===== config.mk =====
export PLATFORM = sky130hd
export DESIGN_NAME = msi_snoop_ctrl
export DESIGN_NICKNAME = d
export VERILOG_FILES = /design/src/rtl/msi_pkg.sv /design/src/rtl/msi_line_array.sv /design/src/rtl/msi_req_fsm.sv /design/src/rtl/msi_snoop_ctrl.sv
export SDC_FILE = /design/constraint.sdc
export NUM_CORES = 1
export LEC_CHECK = 0
export CAP_MARGIN = 20
export CORE_MARGIN = 2
export CORE_UTILIZATION = 37
export CTS_CLUSTER_SIZE = 12
export DETAILED_ROUTE_END_ITERATION = 12
export DONT_BUFFER_PORTS = 1
export HOLD_SLACK_MARGIN = 0.15
export PLACE_DENSITY_LB_ADDON = 0.08
export REMOVE_ABC_BUFFERS = 1
export SLEW_MARGIN = 20
export SYNTH_ARGS = -nofsm -noshare
export SYNTH_HDL_FRONTEND = slang
export SYNTH_SLANG_ARGS = --single-unit

===== constraint.sdc =====
create_clock -name clk -period 7 [get_ports clk]
set_input_delay 1.4 -clock clk [delete_from_list [all_inputs] [get_ports clk]]
set_output_delay 1.4 -clock clk [all_outputs]
set_load 0.05 [all_outputs]

===== src/rtl/msi_pkg.sv =====
`timescale 1ns/1ps
package msi_pkg;

    typedef enum logic [1:0] {
        LN_I = 2'b00,
        LN_S = 2'b01,
        LN_M = 2'b10
    } line_st_e;

    typedef enum logic [1:0] {
        OP_LOAD  = 2'b00,
        OP_STORE = 2'b01,
        OP_EVICT = 2'b10
    } cpu_op_e;

    typedef enum logic [1:0] {
        SNP_NONE = 2'b00,
        SNP_RD   = 2'b01,
        SNP_RDX  = 2'b10,
        SNP_INV  = 2'b11
    } snp_cmd_e;

    typedef enum logic [2:0] {
        BUS_NONE = 3'b000,
        BUS_RD   = 3'b001,
        BUS_RDX  = 3'b010,
        BUS_INV  = 3'b011,
        BUS_WB   = 3'b100
    } bus_cmd_e;

    typedef enum logic [2:0] {
        F_IDLE,
        F_WAIT_RD,
        F_WAIT_RDX,
        F_WAIT_INV,
        F_WAIT_WB,
        F_REISSUE
    } fsm_e;

    // Line state after a peer command has been observed.
    function automatic logic [1:0] snoop_next(input logic [1:0] cur, input logic [1:0] cmd);
        logic [1:0] res;
        res = cur;
        case (cmd)
            SNP_RD:           if (cur == LN_M) res = LN_S;
            SNP_RDX, SNP_INV: res = LN_I;
            default:          res = cur;
        endcase
        return res;
    endfunction

    // This cache owns the data a peer is asking for.
    function automatic logic snoop_reply(input logic [1:0] cur, input logic [1:0] cmd);
        return (cur == LN_M) && ((cmd == SNP_RD) || (cmd == SNP_RDX));
    endfunction

endpackage


===== src/rtl/msi_line_array.sv =====
`timescale 1ns/1ps
module msi_line_array
    import msi_pkg::*;
#(
    parameter int NUM_LINES = 4,
    parameter int IDX_W     = 2
) (
    input  logic                       clk,
    input  logic                       rst_n,
    input  logic [1:0]                 snp_cmd,
    input  logic [IDX_W-1:0]           snp_idx,
    input  logic                       upd_en,
    input  logic [IDX_W-1:0]           upd_idx,
    input  logic [1:0]                 upd_state,
    output logic [NUM_LINES-1:0][1:0]  lines_o
);

    for (genvar g = 0; g < NUM_LINES; g++) begin : g_line
        logic [1:0] st_q;
        logic [1:0] st_n;

        // Snoop first, then the controller's own update for this line.
        always_comb begin
            st_n = st_q;
            if ((snp_cmd != SNP_NONE) && (snp_idx == IDX_W'(g)))
                st_n = snoop_next(st_q, snp_cmd);
            if (upd_en && (upd_idx == IDX_W'(g)))
                st_n = upd_state;
        end

        always_ff @(posedge clk) begin
            if (!rst_n) st_q <= LN_I;
            else        st_q <= st_n;
        end

        assign lines_o[g] = st_q;
    end

endmodule


===== src/rtl/msi_req_fsm.sv =====
`timescale 1ns/1ps
module msi_req_fsm
    import msi_pkg::*;
#(
    parameter int  IDX_W     = 2,
    parameter int  REPLY_LAT = 3,
    localparam int CNT_W     = $clog2(REPLY_LAT + 1)
) (
    input  logic             clk,
    input  logic             rst_n,
    input  logic             req_valid,
    input  logic [1:0]       req_op,
    input  logic [IDX_W-1:0] req_idx,
    input  logic [1:0]       eff_state,
    input  logic             kill_pend,
    output logic [IDX_W-1:0] pend_idx,
    output logic [2:0]       bus_cmd,
    output logic [IDX_W-1:0] bus_idx,
    output logic             cpu_hit,
    output logic             cpu_stall,
    output logic             upd_en,
    output logic [IDX_W-1:0] upd_idx,
    output logic [1:0]       upd_state
);

    localparam logic [CNT_W-1:0] LAT_M1 = CNT_W'(REPLY_LAT - 1);

    fsm_e             fsm_q, fsm_n;
    logic [CNT_W-1:0] cnt_q, cnt_n;
    logic [IDX_W-1:0] pend_q, pend_n;

    logic     local_ok;
    logic     evict_clr;
    bus_cmd_e want;
    logic     cnt_done;

    assign cnt_done = (cnt_q == '0);
    assign pend_idx = pend_q;

    // Decide what the presented request needs, from the post-snoop state.
    always_comb begin
        local_ok  = 1'b0;
        evict_clr = 1'b0;
        want      = BUS_NONE;
        case (req_op)
            OP_LOAD: begin
                if (eff_state == LN_I) want = BUS_RD;
                else                   local_ok = 1'b1;
            end
            OP_STORE: begin
                if (eff_state == LN_I)      want = BUS_RDX;
                else if (eff_state == LN_S) want = BUS_INV;
                else                        local_ok = 1'b1;
            end
            OP_EVICT: begin
                if (eff_state == LN_M) want = BUS_WB;
                else begin
                    local_ok  = 1'b1;
                    evict_clr = (eff_state == LN_S);
                end
            end
            default: local_ok = 1'b1;
        endcase
    end

    // Next state.
    always_comb begin
        fsm_n  = fsm_q;
        cnt_n  = cnt_q;
        pend_n = pend_q;
        unique case (fsm_q)
            F_IDLE: begin
                if (req_valid && !local_ok) begin
                    pend_n = req_idx;
                    cnt_n  = LAT_M1;
                    case (want)
                        BUS_RD:  fsm_n = F_WAIT_RD;
                        BUS_RDX: fsm_n = F_WAIT_RDX;
                        BUS_INV: fsm_n = F_WAIT_INV;
                        BUS_WB:  fsm_n = F_WAIT_WB;
                        default: fsm_n = F_IDLE;
                    endcase
                end
            end
            F_WAIT_RD, F_WAIT_RDX, F_WAIT_WB: begin
                if (cnt_done) fsm_n = F_IDLE;
                else          cnt_n = cnt_q - 1'b1;
            end
            F_WAIT_INV: begin
                if (kill_pend)     fsm_n = F_REISSUE;
                else if (cnt_done) fsm_n = F_IDLE;
                else               cnt_n = cnt_q - 1'b1;
            end
            F_REISSUE: begin
                fsm_n = F_WAIT_RDX;
                cnt_n = LAT_M1;
            end
            default: fsm_n = F_IDLE;
        endcase
    end

    // State register.
    always_ff @(posedge clk) begin
        if (!rst_n) begin
            fsm_q  <= F_IDLE;
            cnt_q  <= '0;
            pend_q <= '0;
        end else begin
            fsm_q  <= fsm_n;
            cnt_q  <= cnt_n;
            pend_q <= pend_n;
        end
    end

    // Outputs.
    always_comb begin
        bus_cmd   = BUS_NONE;
        bus_idx   = pend_q;
        cpu_hit   = 1'b0;
        cpu_stall = 1'b1;
        upd_en    = 1'b0;
        upd_idx   = pend_q;
        upd_state = LN_I;
        unique case (fsm_q)
            F_IDLE: begin
                cpu_hit   = req_valid && local_ok;
                cpu_stall = req_valid && !local_ok;
                bus_cmd   = req_valid ? want : BUS_NONE;
                bus_idx   = req_idx;
                upd_en    = req_valid && evict_clr;
                upd_idx   = req_idx;
                upd_state = LN_I;
            end
            F_WAIT_RD: begin
                upd_en    = cnt_done;
                upd_state = LN_S;
            end
            F_WAIT_RDX: begin
                upd_en    = cnt_done;
                upd_state = LN_M;
            end
            F_WAIT_INV: begin
                upd_en    = cnt_done && !kill_pend;
                upd_state = LN_M;
            end
            F_WAIT_WB: begin
                upd_en    = cnt_done;
                upd_state = LN_I;
            end
            F_REISSUE: begin
                bus_cmd = BUS_RDX;
            end
            default: cpu_stall = 1'b0;
        endcase
    end

endmodule


===== src/rtl/msi_snoop_ctrl.sv =====
`timescale 1ns/1ps
module msi_snoop_ctrl
    import msi_pkg::*;
#(
    parameter int  NUM_LINES = 4,
    parameter int  REPLY_LAT = 3,
    localparam int IDX_W     = (NUM_LINES > 1) ? $clog2(NUM_LINES) : 1
) (
    input  logic             clk,
    input  logic             rst_n,
    input  logic             cpu_req,
    input  logic [1:0]       cpu_op,
    input  logic [IDX_W-1:0] cpu_idx,
    output logic             cpu_hit,
    output logic             cpu_stall,
    output logic [1:0]       line_state,
    output logic [2:0]       bus_cmd,
    output logic [IDX_W-1:0] bus_idx,
    input  logic [1:0]       snp_cmd,
    input  logic [IDX_W-1:0] snp_idx,
    output logic             snp_reply
);

    logic [NUM_LINES-1:0][1:0] lines;
    logic [1:0]                req_cur;
    logic [1:0]                snp_cur;
    logic [1:0]                eff_state;
    logic [IDX_W-1:0]          pend_idx;
    logic                      kill_pend;
    logic                      upd_en;
    logic [IDX_W-1:0]          upd_idx;
    logic [1:0]                upd_state;

    assign req_cur    = lines[cpu_idx];
    assign snp_cur    = lines[snp_idx];
    assign line_state = req_cur;

    // A snoop in the same cycle is ordered ahead of the processor request.
    assign eff_state = ((snp_cmd != SNP_NONE) && (snp_idx == cpu_idx))
                       ? snoop_next(req_cur, snp_cmd) : req_cur;
    assign snp_reply = snoop_reply(snp_cur, snp_cmd);
    assign kill_pend = ((snp_cmd == SNP_RDX) || (snp_cmd == SNP_INV)) && (snp_idx == pend_idx);

    msi_line_array #(
        .NUM_LINES (NUM_LINES),
        .IDX_W     (IDX_W)
    ) u_lines (
        .clk       (clk),
        .rst_n     (rst_n),
        .snp_cmd   (snp_cmd),
        .snp_idx   (snp_idx),
        .upd_en    (upd_en),
        .upd_idx   (upd_idx),
        .upd_state (upd_state),
        .lines_o   (lines)
    );

    msi_req_fsm #(
        .IDX_W     (IDX_W),
        .REPLY_LAT (REPLY_LAT)
    ) u_fsm (
        .clk       (clk),
        .rst_n     (rst_n),
        .req_valid (cpu_req),
        .req_op    (cpu_op),
        .req_idx   (cpu_idx),
        .eff_state (eff_state),
        .kill_pend (kill_pend),
        .pend_idx  (pend_idx),
        .bus_cmd   (bus_cmd),
        .bus_idx   (bus_idx),
        .cpu_hit   (cpu_hit),
        .cpu_stall (cpu_stall),
        .upd_en    (upd_en),
        .upd_idx   (upd_idx),
        .upd_state (upd_state)
    );

endmodule


-- After elaboration in Yosys (flattened, before gate mapping)
Cells that the tools add are included.
- flip-flop bits (word level): 15
- word-level logic and storage cells: 142
- output and inout port bits: 10
- input bits: 11
- eq/ne operators: 36
- magnitude comparators: 2
- add/sub/neg operators: 1
- reduce and logical (&&, ||, !) cells: 45
- mux-type cells: 51
- operators by type and width (cell ; number):
    $mux 2 ; 21
    $eq 2x2->1 const B ; 14
    $pmux 2 s2 ; 6
    $pmux 3 s4 ; 2
    $mux 3 ; 6
    $logic_and 1x1->1 ; 15
    $reduce_and 3->1 ; 5
    $eq 3x2->1 const B ; 4
    $ne 3x1->1 const B ; 4
    $reduce_bool 3->1 ; 4
    $eq 2x1->1 const B ; 5
    $logic_not 2->1 ; 5
    $reduce_bool 2->1 ; 5
    $eq 3x3->1 const B ; 3
    $pmux 3 s3 ; 1
    $bmux 2 s2 ; 2
    $mux 1 ; 8
    $pmux 2 s4 ; 1
    $eq 3x1->1 const B ; 2
    $lt 2x3->1 const B ; 2
    $pmux 1 s3 ; 2
    $pmux 3 s2 ; 1
    $reduce_or 5->1 ; 1
    $eq 2x2->1 ; 2
    11 further kinds ; 14

-- Longest topological paths before layout
- depth in word-level cells: 14
- gate-level depth with buffers: 8
- depth with buffers taken out: 8

-- Modules after synthesis
From an unflattened synthesis, not the netlist that was laid out.
- cell total of the unflattened synthesis: 169
- area total of the unflattened synthesis: 1376.3 µm²
- modules (own cells, without submodules) (module ; instances ; area each (µm²) ; cells an instance ; sequential area each (µm²)):
    msi_req_fsm ; 1 ; 651.9 ; 86 ; 140.1
    msi_line_array ; 1 ; 476.7 ; 56 ; 160.2
    msi_snoop_ctrl ; 1 ; 247.7 ; 27 ; 0.0

-- Worst setup path before layout
No wires, ideal clock.
- path type: input to output
- start point: input port cpu_idx[1]
- end point: output port bus_cmd[1]
- setup slack: 1.651 ns
- stages: 5
- arrival time: 3.949 ns
- buffers on the path: 0
- data required time: 5.600 ns
- path through: mux4_2 > a2111o_1 > a211o_1 > or3_1 > a21oi_1
- cells in the longest elaborated chain, start to end: 12
- elaborated cells between the ends (all ways): 15
- classes of those cells: eq/ne: 3; mux: 10; reduce/logical: 2
- RTL lines (what ; line ; text):
    from (decl) ; msi_snoop_ctrl.sv:13 ; input logic [IDX_W-1:0] cpu_idx,
    $bmux 2 s2 ; msi_snoop_ctrl.sv:34 ; assign req_cur = lines[cpu_idx];
    $mux 2 (implied by the code) ; msi_snoop_ctrl.sv:34 ;
    $eq 2x2->1 ; msi_pkg.sv:45 ; SNP_RD: if (cur == LN_M) res = LN_S;
    $mux 2 ; msi_pkg.sv:45 ;
    $pmux 2 s2 ; msi_pkg.sv:44 ; case (cmd)
    $mux 2 (*) ; msi_snoop_ctrl.sv:40 ; ? snoop_next(req_cur, snp_cmd) : req_cur;
    $eq 2x1->1 ; msi_req_fsm.sv:52 ; else if (eff_state == LN_S) want = BUS_INV;
    $mux 2 ; msi_req_fsm.sv:52 ;
    $mux 3 (*) ; msi_req_fsm.sv:51 ; if (eff_state == LN_I) want = BUS_RDX;
    $pmux 3 s3 (*) ; msi_req_fsm.sv:45 ; case (req_op)
    $mux 3 (*) ; msi_req_fsm.sv:128 ; bus_cmd = req_valid ? want : BUS_NONE;
    $pmux 3 s2 (*) ; msi_req_fsm.sv:124 ; unique case (fsm_q)
    to (decl) ; msi_snoop_ctrl.sv:17 ; output logic [2:0] bus_cmd,
Every way passes the cells marked *; elsewhere a longest branch is shown, timed or not. The select of a mux whose other input is x is not followed.

-- Worst setup path in the final report
Same ends and word-level chain as after synthesis.

==> flow_summary.ini <==
[final_layout]
finalNonFillerCells = 214
final_core_util_pct = 40.2
drive_above_1_share_pct = 8.33
num-nets-final = 185
layout_commonest_cell = nand2_1
syn2layout_area_growth_pct = 2.84
final_cell_mix = nand2_1 (24), dfxtp_1 (15), nor2_1 (14), inv_1 (11), o21ai_0 (9)
n_antenna_cell = 0

[sta]
slew_headroom_pct = 31.7
drv_slew = 0
fmax_mhz = 184
rsz0062_at_grt = false
clock_skew_ns = 0.00417
hold_viol_final = 0
final.setup.tns_ns = 0
finalCriticalPeriod_ns = 5.43
fin_worst_hold_slack_ns = 0.487
worst_slew_pin_slew_ns = 1.03
min_period_over_period_pct = 77.5
setup_violations = 0

[routing]
met3_length_microns = 205
totalWireLength_microns = 3400
vias = 1226
wl_met2_microns = 1520
wl_met1_microns = 1650
drt_iter0_markers = 49
highest_layer = met4
firstDrtPassIters = 4
via_per_inst = 5.73
drc = 0
ant_nets = 0
routedWlPerCell_microns = 15.9

[clocking]
cts_root_buffer = clkbuf_4
h-tree-depth = 1
cts_sinks = 15
cts_hold_buf = 0
numCtsBuffers = 3
cts_resized = 0
clk_pin_slew_worst_paths_ns = 0.09
clockBufferDepth = 2
cts_setup_buffers = 0
clk-insertion-delay-late_ns = 0.29
cts_tree = yes

[run]
drv_cap = 0

[global_routing]
antenna_found_initial = 0
grt_pass1_vias = 1199
grt_pass1_wl_microns = 5720
grt_max_degree = 17
overflow = 0
grt_use_total_pct = 17.9

[logic_synthesis]
synthesis.area_sq_mm = 0.00132
ys_ff_latch = 15
yosys.cell_types.count = 46
ys_warn_count = 0
async_flop_share_pct = 0
synth_flop_cell = dfxtp_1
synth.avg_cell_area_sq_um = 7.74
syn_inst = 171
synth-edff-count = 0
synth-seq-area-share_pct = 22.7

[place]
dp_cells = 210
place_congestion = 0.800
hpwl_microns = 2640
io_buffers = 0

[pwr]
power_density_mw_per_mm2 = 143
p_leak_nw = 0.485
ir_worst_vdd_v = 0.0000684

[setup_path]
endpoint_kind = output pin
critPathBufInv = 0
start_kind = input pin
worstPathRequired_ns = 5.60
path_cells = mux4_2, a2111o_1, a211o_1, or3_1, a21oi_1
path_delay_family = compound AO/OA/AOI/OAI gates
arrival_ns = 4.03
slowest_delay_ns = 0.82
worst_path_max_delay_cell = a21oi_1
critical_path.max_fanout = 7
crit_type = in -> out

[floorplanning]
pin_count = 21
core_area_sq_mm = 0.00339
die_y_microns = 63.8
die_area_sq_mm = 0.00407
die_w_microns = 63.8
start_util_pct = 39.1
row_count = 21

[outcome]
status = completed

[min_path]
hp-class = reg -> reg
-- sequential cells by signal, summed over array words and instances, names as in the netlist --
name,cells
u_fsm.fsm_q,3
u_fsm.cnt_q,2
u_fsm.pend_idx,2
u_lines.g_line.st_q,8
-- cells by family after synthesis --
group | synth area share, %
buf+inv | 7.28
fa+ha+maj | 4.73
compound gates | 20.1
flops | 22.7
mux | 12.9
xor+xnor | 2.65
simple gates | 29.6
-- routing by layer --
layer / track usage, % / vias to the layer above
li1: - / 616
met1: 23.9 / 577
met2: 29.0 / 29
met3: 3.70 / 4
met4: 4.89 / 0
met5: 0 / -
-- worst paths after layout --
kind	slack (ns)	from	to	cells past startpoint
worst min-delay path	0.49	u_fsm.cnt_q[0]	u_fsm.cnt_q[0]	1
worst max register to register	4.58	u_fsm.fsm_q[1]	u_lines.g_line[0].st_q[1]	5
worst min register to register	0.49	u_fsm.cnt_q[0]	u_fsm.cnt_q[0]	1
worst max-delay path	1.57	cpu_idx[1]	bus_cmd[1]	5
-- cells in the mapped netlist (all sizes together) (2+ instances only) --
| cell type | n | share of area [%] |
|---|---|---|
| a2111oi | 2 | 1.3 |
| a211oi | 2 | 1.1 |
| a21oi | 6 | 2.3 |
| a22oi | 2 | 1.5 |
| and3 | 3 | 1.4 |
| buf | 4 | 2.4 |
| clkbuf | 3 | 0.85 |
| dfxtp | 15 | 23 |
| ha | 5 | 4.7 |
| inv | 11 | 3.1 |
| mux2 | 3 | 2.6 |
| mux2i | 7 | 5.3 |
| mux4 | 3 | 5.1 |
| nand2 | 24 | 6.8 |
| nand2b | 6 | 2.8 |
| nand3 | 4 | 1.5 |
| nand3b | 5 | 2.8 |
| nor2 | 14 | 4.0 |
| nor2b | 2 | 0.95 |
| nor3 | 5 | 1.9 |
| nor4 | 2 | 0.95 |
| o21ai | 10 | 3.8 |
| o31ai | 5 | 2.8 |
| or3 | 6 | 2.8 |
| or4 | 3 | 1.7 |
| xnor2 | 2 | 1.3 |
| xor2 | 2 | 1.3 |
-- worst reg2reg max path, stage by stage (launching register included) --
cell and delay (ns):
dfxtp_1 0.46, nor3_1 0.49, mux2i_1 0.39, inv_1 0.33, or4_1 0.59, o31ai_1 0.08
-- per-stage QoR --
stage	power, mW	cell area (sq um)	setup WS [ns]
CTS	0.198	1360	1.56
global route	0.209	1360	1.52
floorplan	0.136	1270	1.65
detailed placement	0.146	1330	1.56
global placement	0.146	1330	1.58
finish	0.195	1360	1.57
-- final cells by class --
| cell class | instances | area (sq um) |
|---|---|---|
| well taps | 46 | 57.6 |
| fillers | 361 | 2030 |
| clock inverters | 1 | 5.00 |
| repair buffers | 1 | 7.51 |
| inverters | 11 | 41.3 |
| flip-flops and latches | 15 | 300 |
| multi-input cells | 137 | 927 |
| clock buffers | 3 | 22.5 |
-- report_power, final --
part | total [mW] | switching [mW] | internal, mW
Sequential | 0.0918 | 0.00330 | 0.0885
Combinational | 0.0521 | 0.0343 | 0.0178
Clock | 0.0508 | 0.0295 | 0.0212
Note: power is estimated with default switching activity, not from simulation.
